### config.mk
export PLATFORM = sky130hd
export DESIGN_NAME = trig_term_bank
export DESIGN_NICKNAME = d
export VERILOG_FILES = /design/src/rtl/trig_pkg.sv /design/src/rtl/trig_val_cmp.sv /design/src/rtl/trig_range_cmp.sv /design/src/rtl/trig_edge_det.sv /design/src/rtl/trig_timer.sv /design/src/rtl/trig_term_bank.sv
export SDC_FILE = /design/constraint.sdc
export NUM_CORES = 2
export LEC_CHECK = 0
export ABC_AREA = 1
export BUFFER_PORTS_ARGS = -buffer_cell sky130_fd_sc_hd__clkbuf_2
export CORE_UTILIZATION = 45
export DETAILED_ROUTE_END_ITERATION = 8
export GPL_ROUTABILITY_DRIVEN = 0
export PLACE_DENSITY = 0.58
export SETUP_SLACK_MARGIN = 0.05
export SLEW_MARGIN = 20
export SYNTH_ARGS = -nofsm -noshare
export SYNTH_HDL_FRONTEND = slang
export SYNTH_SLANG_ARGS = --single-unit
export TNS_END_PERCENT = 30
### constraint.sdc
create_clock -name clk -period 3.1 [get_ports clk]
set_input_delay 0.155 -clock clk [delete_from_list [all_inputs] [get_ports clk]]
set_output_delay 0.155 -clock clk [all_outputs]
set_load 0.01 [all_outputs]
### src/rtl/trig_pkg.sv
package trig_pkg;
  typedef enum logic [1:0] {
    EDGE_OFF  = 2'd0,
    EDGE_RISE = 2'd1,
    EDGE_FALL = 2'd2,
    EDGE_ANY  = 2'd3
  } edge_mode_e;
endpackage

### src/rtl/trig_val_cmp.sv
module trig_val_cmp #(
  parameter int W = 32
) (
  input  logic [W-1:0] data,
  input  logic [W-1:0] mask,
  input  logic [W-1:0] pattern,
  output logic         hit
);
  always_comb hit = ((data ^ pattern) & mask) == '0;
endmodule

### src/rtl/trig_range_cmp.sv
module trig_range_cmp #(
  parameter int W = 32
) (
  input  logic [W-1:0] data,
  input  logic [W-1:0] lo,
  input  logic [W-1:0] hi,
  output logic         hit
);
  // inclusive unsigned window; an inverted window can never hold
  always_comb hit = (data >= lo) && (data <= hi);
endmodule

### src/rtl/trig_edge_det.sv
module trig_edge_det
  import trig_pkg::*;
#(
  parameter int W = 32
) (
  input  logic         clk,
  input  logic         rst,
  input  logic         valid,
  input  logic [W-1:0] data,
  input  logic [W-1:0] mask,
  input  logic [1:0]   mode,
  output logic         hit
);
  logic [W-1:0] prev_q;
  logic         prev_ok_q;
  logic         rise, fall;
  edge_mode_e   m;

  always_ff @(posedge clk) begin
    if (rst) begin
      prev_q    <= '0;
      prev_ok_q <= 1'b0;
    end else if (valid) begin
      prev_q    <= data;
      prev_ok_q <= 1'b1;
    end
  end

  always_comb begin
    m    = edge_mode_e'(mode);
    rise = |(~prev_q & data & mask);
    fall = |(prev_q & ~data & mask);
    unique case (m)
      EDGE_RISE: hit = prev_ok_q && rise;
      EDGE_FALL: hit = prev_ok_q && fall;
      EDGE_ANY:  hit = prev_ok_q && (rise || fall);
      default:   hit = 1'b0;
    endcase
  end
endmodule

### src/rtl/trig_timer.sv
module trig_timer #(
  parameter int TW = 36
) (
  input  logic          clk,
  input  logic          rst,
  input  logic          start,
  input  logic          stop,
  input  logic          clear,
  input  logic [TW-1:0] limit,
  output logic [TW-1:0] cnt,
  output logic          run,
  output logic          hit
);
  always_ff @(posedge clk) begin
    if (rst) begin
      run <= 1'b0;
      cnt <= '0;
    end else begin
      if (start)     run <= 1'b1;
      else if (stop) run <= 1'b0;
      if (clear)                   cnt <= '0;
      else if (run && cnt != '1)   cnt <= cnt + 1'b1;
    end
  end

  always_comb hit = (cnt >= limit);
endmodule

### src/rtl/trig_term_bank.sv
module trig_term_bank #(
  parameter int DATA_W = 32,
  parameter int N_VAL  = 10,
  parameter int N_RNG  = 2,
  parameter int N_EDGE = 2,
  parameter int N_TMR  = 2,
  parameter int TMR_W  = 36,
  parameter int ADDR_W = 6
) (
  input  logic                            clk,
  input  logic                            rst,
  input  logic                            cfg_we,
  input  logic [ADDR_W-1:0]               cfg_addr,
  input  logic [DATA_W-1:0]               cfg_wdata,
  input  logic                            s_valid,
  input  logic [DATA_W-1:0]               s_data,
  input  logic [N_TMR-1:0]                tmr_start,
  input  logic [N_TMR-1:0]                tmr_stop,
  input  logic [N_TMR-1:0]                tmr_clear,
  output logic                            hit_valid,
  output logic [N_VAL+N_RNG+N_EDGE+N_TMR-1:0] hit_vec
);
  localparam int N_HIT     = N_VAL + N_RNG + N_EDGE + N_TMR;
  localparam int RNG_BASE  = 2 * N_VAL;
  localparam int EDGE_BASE = RNG_BASE + 2 * N_RNG;
  localparam int TMR_BASE  = EDGE_BASE + 2 * N_EDGE;
  localparam int HI_W      = TMR_W - DATA_W;
  localparam int OFF_RNG   = N_VAL;
  localparam int OFF_EDGE  = N_VAL + N_RNG;
  localparam int OFF_TMR   = N_VAL + N_RNG + N_EDGE;

  logic [N_VAL-1:0][DATA_W-1:0]  val_mask, val_pat;
  logic [N_RNG-1:0][DATA_W-1:0]  rng_lo, rng_hi;
  logic [N_EDGE-1:0][DATA_W-1:0] edge_mask;
  logic [N_EDGE-1:0][1:0]        edge_mode;
  logic [N_TMR-1:0][TMR_W-1:0]   tmr_limit;
  logic [N_TMR-1:0][TMR_W-1:0]   tmr_cnt;
  logic [N_TMR-1:0]              tmr_run;
  logic [N_HIT-1:0]              hit_now;

  for (genvar i = 0; i < N_VAL; i++) begin : g_val
    always_ff @(posedge clk) begin
      if (rst) begin
        val_mask[i] <= '0;
        val_pat[i]  <= '0;
      end else if (cfg_we) begin
        if (cfg_addr == ADDR_W'(2*i))   val_mask[i] <= cfg_wdata;
        if (cfg_addr == ADDR_W'(2*i+1)) val_pat[i]  <= cfg_wdata;
      end
    end
    trig_val_cmp #(.W(DATA_W)) u_cmp (
      .data(s_data), .mask(val_mask[i]), .pattern(val_pat[i]), .hit(hit_now[i])
    );
  end

  for (genvar j = 0; j < N_RNG; j++) begin : g_rng
    always_ff @(posedge clk) begin
      if (rst) begin
        rng_lo[j] <= '0;
        rng_hi[j] <= '0;
      end else if (cfg_we) begin
        if (cfg_addr == ADDR_W'(RNG_BASE+2*j))   rng_lo[j] <= cfg_wdata;
        if (cfg_addr == ADDR_W'(RNG_BASE+2*j+1)) rng_hi[j] <= cfg_wdata;
      end
    end
    trig_range_cmp #(.W(DATA_W)) u_rng (
      .data(s_data), .lo(rng_lo[j]), .hi(rng_hi[j]), .hit(hit_now[OFF_RNG+j])
    );
  end

  for (genvar k = 0; k < N_EDGE; k++) begin : g_edge
    always_ff @(posedge clk) begin
      if (rst) begin
        edge_mask[k] <= '0;
        edge_mode[k] <= '0;
      end else if (cfg_we) begin
        if (cfg_addr == ADDR_W'(EDGE_BASE+2*k))   edge_mask[k] <= cfg_wdata;
        if (cfg_addr == ADDR_W'(EDGE_BASE+2*k+1)) edge_mode[k] <= cfg_wdata[1:0];
      end
    end
    trig_edge_det #(.W(DATA_W)) u_edge (
      .clk(clk), .rst(rst), .valid(s_valid), .data(s_data),
      .mask(edge_mask[k]), .mode(edge_mode[k]), .hit(hit_now[OFF_EDGE+k])
    );
  end

  for (genvar t = 0; t < N_TMR; t++) begin : g_tmr
    always_ff @(posedge clk) begin
      if (rst) begin
        tmr_limit[t] <= '0;
      end else if (cfg_we) begin
        if (cfg_addr == ADDR_W'(TMR_BASE+2*t))
          tmr_limit[t][DATA_W-1:0] <= cfg_wdata;
        if (cfg_addr == ADDR_W'(TMR_BASE+2*t+1))
          tmr_limit[t][TMR_W-1:DATA_W] <= cfg_wdata[HI_W-1:0];
      end
    end
    trig_timer #(.TW(TMR_W)) u_tmr (
      .clk(clk), .rst(rst), .start(tmr_start[t]), .stop(tmr_stop[t]),
      .clear(tmr_clear[t]), .limit(tmr_limit[t]), .cnt(tmr_cnt[t]),
      .run(tmr_run[t]), .hit(hit_now[OFF_TMR+t])
    );
  end

  always_ff @(posedge clk) begin
    if (rst) begin
      hit_valid <= 1'b0;
      hit_vec   <= '0;
    end else begin
      hit_valid <= s_valid;
      if (s_valid) hit_vec <= hit_now;
    end
  end
endmodule

# Word level (Yosys, flattened, before mapping)
# Index checks and enable logic that the tools add are counted.
[word_totals]
register_bits = 1032
latch_bits = 0
ram_bits = 0
rom_bits = 0
out_inout_bits = 17
mem_count = 0
[op_classes]
add_sub_neg = 2
n_mul = 0
n_div = 0
n_lt_le_gt_ge = 6
eq_ne = 39
shifts = 0
muxes = 6
bitwise_logic = 28
n_reduce_logical = 63
[ops]
columns = ["operator", "n"]
rows = [
  ["$and 32x32->32", 16],
  ["$logic_not 32->1", 10],
  ["$xor 32x32->32", 10],
  ["$reduce_or 32->1", 4],
  ["$eq 6x5->1 const B", 16],
  ["$add 36x1->36 const B", 2],
  ["$ge 36x36->1", 2],
  ["$ne 36x36->1 const B", 2],
  ["$ge 32x32->1", 2],
  ["$le 32x32->1", 2],
  ["$not 32->32", 2],
  ["$reduce_and 2->1", 32],
  ["$eq 6x4->1 const B", 8],
  ["$eq 6x3->1 const B", 4],
  ["$eq 6x2->1 const B", 2],
  ["$logic_and 1x1->1", 10],
  ["$eq 2x2->1 const B", 4],
  ["$eq 6x1->1 const B", 1],
  ["$logic_not 6->1", 1],
  ["$pmux 1 s3", 2],
  ["$eq 2x1->1 const B", 2],
  ["$mux 1", 4],
  ["$reduce_bool 2->1", 2],
  ["$reduce_or 2->1", 2],
  ["$logic_or 1x1->1", 2],
]

# Longest topological paths before layout
[logic_depth]
word_depth = 7
ltp_mapped = 18
ltp_nobuf = 16

# Modules after synthesis
# From an unflattened synthesis, not the netlist that was laid out.
[unflattened]
cells_unflattened = 9050
area_unflattened_um2 = 56243.9
[by_module_without_submodules]
columns = ["module", "instances", "cells_per_inst", "area_each_um2"]
rows = [
  ["trig_term_bank", 1, 5169, 35840.6],
  ["trig_val_cmp", 10, 171, 654.4],
  ["trig_edge_det", 2, 290, 1980.6],
  ["trig_range_cmp", 2, 278, 1692.9],
  ["trig_timer at g_tmr[1].u_tmr", 1, 521, 3288.2],
  ["trig_timer at g_tmr[0].u_tmr", 1, 514, 3224.3],
]

# Worst setup path before layout
# OpenSTA, ideal clock, no wires.
[synth_timing]
kind = "reg-to-reg"
startpoint = "register g_tmr[1].u_tmr.cnt[0]"
endpoint = "register g_tmr[1].u_tmr.cnt[20]"
setup_time_ns = 0.128
arrival_ns = 1.630
t_required_ns = 2.972
setup_slack_ns = 1.342
stages_incl_launch_ff = 13
n_path_buf = 1
period_less_slack_ns = 1.758
path_cell_list = "dfxtp_1 -> ha_1 -> nand2_1 -> nor2_2 -> nand2_1 -> nor2_1 -> nand3_1 -> nand2_2 -> inv_2 -> buf_6 -> nand2_1 -> xor2_1 -> nor2_1"
[synth_via]
elab_chain_len = 2
word_cells_on_any_way = 3
[synth_rtl]
columns = ["item", "line", "source"]
rows = [
  ["from (decl)", "trig_timer.sv:10", "output logic [TW-1:0] cnt,"],
  ["from (signal assigned)", "trig_timer.sv:22", "else if (run && cnt != '1) cnt <= cnt + 1'b1;"],
  ["branches (longest 2 deep; another with $add 36x1->36)", "n/a", ""],
]
# Parallel ways; which one is timed is not known.
# A chain may end at the register's enable or synchronous reset.

# Final worst setup path
[layout_timing]
startpoint = "register g_tmr[0].u_tmr.cnt[0]"
endpoint = "register g_tmr[0].u_tmr.cnt[16]"
[layout_via]
elab_chain_len = 2
word_cells_on_any_way = 3
[layout_rtl]
columns = ["item", "line"]
rows = [
  ["from (decl)", "trig_timer.sv:10"],
  ["from (signal assigned)", "trig_timer.sv:22"],
  ["branches (longest 2 deep; another with $add 36x1->36)", "n/a"],
]
# Parallel ways; which one is timed is not known.

==> impl_metrics.env <==
export IMPL_status="completed"
export IMPL_crit_type="reg2reg"
export IMPL_hold_path_class="in2reg"
export IMPL_die_h_um=330
export IMPL_critPathLaunch="g_tmr[0].u_tmr.cnt[0]"
export IMPL_setup_viol=0
export IMPL_cp_arrival_ns=2.91
export IMPL_synth_simple_area_share_pct=25.5
export IMPL_synthMuxAreaShare_pct=0
export IMPL_ys_warnings_count=0
export IMPL_synth_area_per_cell_um2=6.91
export IMPL_ys_types=42
export IMPL_synth_top_family_by_area="simple AND/OR/NAND/NOR gates"
export IMPL_cts_made_buffers=113
export IMPL_dieArea_mm2=0.109
export IMPL_layout_drive_gt1_share_pct=7.72
export IMPL_htreeDepth=3
export IMPL_yosys_cell_count_top_type="nor2_1"
export IMPL_synth_cell_area_mm2=0.0485
export IMPL_grt_overflow_total=0
export IMPL_start_kind="flop"
export IMPL_power_leakage_uw=0.0229
export IMPL_grt_pass1_vias=41200
export IMPL_num_vias=45100
export IMPL_grt_total_usage_pct=29.5
export IMPL_tns_ns=0
export IMPL_synth_edf_count=0
export IMPL_drv_cap=0
export IMPL_clkLatencyLatePin_ns=0.71
export IMPL_fin_nets=7203
export IMPL_drt_total_wl_um=163000
export IMPL_crit_path_max_fanout=42
export IMPL_cts_clk_slew_worst_paths_ns=0.06
export IMPL_yosysSeqAreaShare_pct=42.6
export IMPL_drc_errors=0
export IMPL_totalPowerFinal_uw=29700
export IMPL_synthDominantCellAreaShare_pct=42.6
export IMPL_cts_buffer_depth=3
export IMPL_coreArea_mm2=0.107
export IMPL_cts_tree="yes"
export IMPL_maxSlewViolCount=0
export IMPL_viasPerCell=5.36
export IMPL_finalHoldWorstSlack_ns=0.0732
export IMPL_synth_area_top_cells="dfxtp_1, nor2_1, o21ai_0, nand2_1, a21oi_1"
export IMPL_dp_hpwl_um=105000
export IMPL_crit_path_end_kind="flop"
export IMPL_min_period_ns=2.29
export IMPL_dr_first_iter_drc_count=3951
export IMPL_syn2layout_area_growth_pct=11.9
export IMPL_reg2reg_from="g_tmr[0].u_tmr.cnt[0]"
export IMPL_hold_viol=0
export IMPL_mappedNetlistNets=7295
export IMPL_io_buffers=96
export IMPL_relSlewSlack_pct=19.1
export IMPL_io_pins=97
export IMPL_syn_instance_count=7013
export IMPL_antenna_found_initial=5
export IMPL_fillerInstances=10600
export IMPL_grt_max_degree=179
export IMPL_cts_root_buf="clkbuf_16"
export IMPL_synth_flop_cell="dfxtp_1"
export IMPL_rsz0062_at_grt="false"
export IMPL_ys_seq_elements=1032
export IMPL_cp_required_ns=3.72
export IMPL_grt_pass1_wl_um=248000
export IMPL_synthXorXnorAreaFrac_pct=1.14
export IMPL_power_density_mw_per_mm2=547
export IMPL_ir_drop_v=0.000447
export IMPL_fin_skew_ns=0.0205
export IMPL_dr_pass1_iters=6
export IMPL_start_util_pct=45.4
export IMPL_min_from="cfg_wdata[24]"
export IMPL_synth_compound_area_share_pct=17.6
export IMPL_synth_common_cells="nor2_1, o21ai_0, dfxtp_1, nand2_1, a21oi_1"
export IMPL_min_period_over_period_pct=73.9
export IMPL_clock_sinks=1032
export IMPL_ys_async_sr_fraction_pct=0
export IMPL_worst_pin_slew_ns=1.21
export IMPL_fp_row_count=120
export IMPL_synth_top_cell_by_area="dfxtp_1"
export IMPL_max_freq_mhz=437
export IMPL_synth_adder_area_share_pct=5.21
export IMPL_post_drt_wl_per_cell_um=19.4
export IMPL_die_w_um=330
export IMPL_ant_nets=0
## power breakdown
part	total [µW]	internal [µW]	switching [µW]	leakage [µW]
clock network	14200	8450	5780	0.00197
registers	13500	13400	90.6	0.00833
logic	1960	501	1460	0.0126
## per-stage QoR
step / utilization (%) / instances / setup WS (ns) / cell area, µm²
floorplan: - / 7013 / 1.34 / 48500
global placement: 47.0 / 8199 / 0.706 / 50200
detailed placement: 47.0 / 8199 / 0.776 / 50200
CTS: 50.8 / 8423 / 0.824 / 54300
global route: 50.8 / 8425 / 0.580 / 54300
finish: 50.8 / 8425 / 0.810 / 54300
## repair_timing
action / 4_1_cts / 5_1_grt
buffers inserted: 0 / 0
hold endpoints to repair: 51 / 0
gates resized for setup: 0 / 0
hold buffers: 10 / 0
## sequential cells by signal, indices dropped and copies added (netlist names)
signal                   cells
val_mask                   320
val_pat                    320
g_tmr.u_tmr.cnt             72
tmr_limit                   72
edge_mask                   64
rng_hi                      64
rng_lo                      64
g_edge.u_edge.prev_q        32
hit_vec                     16
edge_mode                    4
g_tmr.u_tmr.run              2
g_edge.u_edge.prev_ok_q      1
hit_valid                    1
## cells by family after synthesis
logic type | count (synthesis)
AND/OR/NAND/NOR | 3033
AO/OA/AOI/OAI | 1690
flip-flops | 1032
buffers and inverters | 993
adder cells (fa/ha/maj) | 202
XOR/XNOR | 63
## critical path, cell delays in order (launching register included)
cell and delay (ns):
dfxtp_1 0.37, ha_1 0.25, nand2_1 0.14, nor2_4 0.06, nand2_2 0.12, inv_2 0.05, nand2_2 0.07, inv_2 0.04
nand4_1 0.12, nand2_2 0.08, inv_2 0.52, o21ai_0 0.22, a21oi_1 0.16
## routing by layer
metal | wire, µm | track usage [%]
met1 | 73400 | 39.2
met2 | 75800 | 49.5
met3 | 9010 | 3.60
met4 | 5170 | 9.46
met5 | 27 | 0
## cell type report
type,count,area (µm²),share of cell area [%]
multi-input combinational,4988,24100,44.3
clock buffer,179,3530,6.50
antenna,2,5.00,0.00922
sequential,1032,20700,38.1
timing repair buffer,251,1830,3.37
clock inverter,35,427,0.786
inverter,535,2020,3.71
tap,1403,1760,3.23
## final timing paths
path                                  to  slack [ns]  cells past startpoint
hold / removal             edge_mask[24]        0.07                      4
hold reg to reg               rng_hi[22]        0.45                      2
setup / recovery  g_tmr[0].u_tmr.cnt[16]        0.81                     12
setup reg to reg  g_tmr[0].u_tmr.cnt[16]        0.81                     12
## layout by cell type (no fill, tap or decap), types with 96 or more instances in the layout
master,count
a21oi_1,554
buf_4,132
clkbuf_16,116
clkbuf_2,96
dfxtp_1,1032
ha_1,202
inv_1,511
nand2_1,837
nand3_1,340
nor2_1,1599
o21ai_0,1092
No activity file was read; power rests on OpenSTA's default activity.
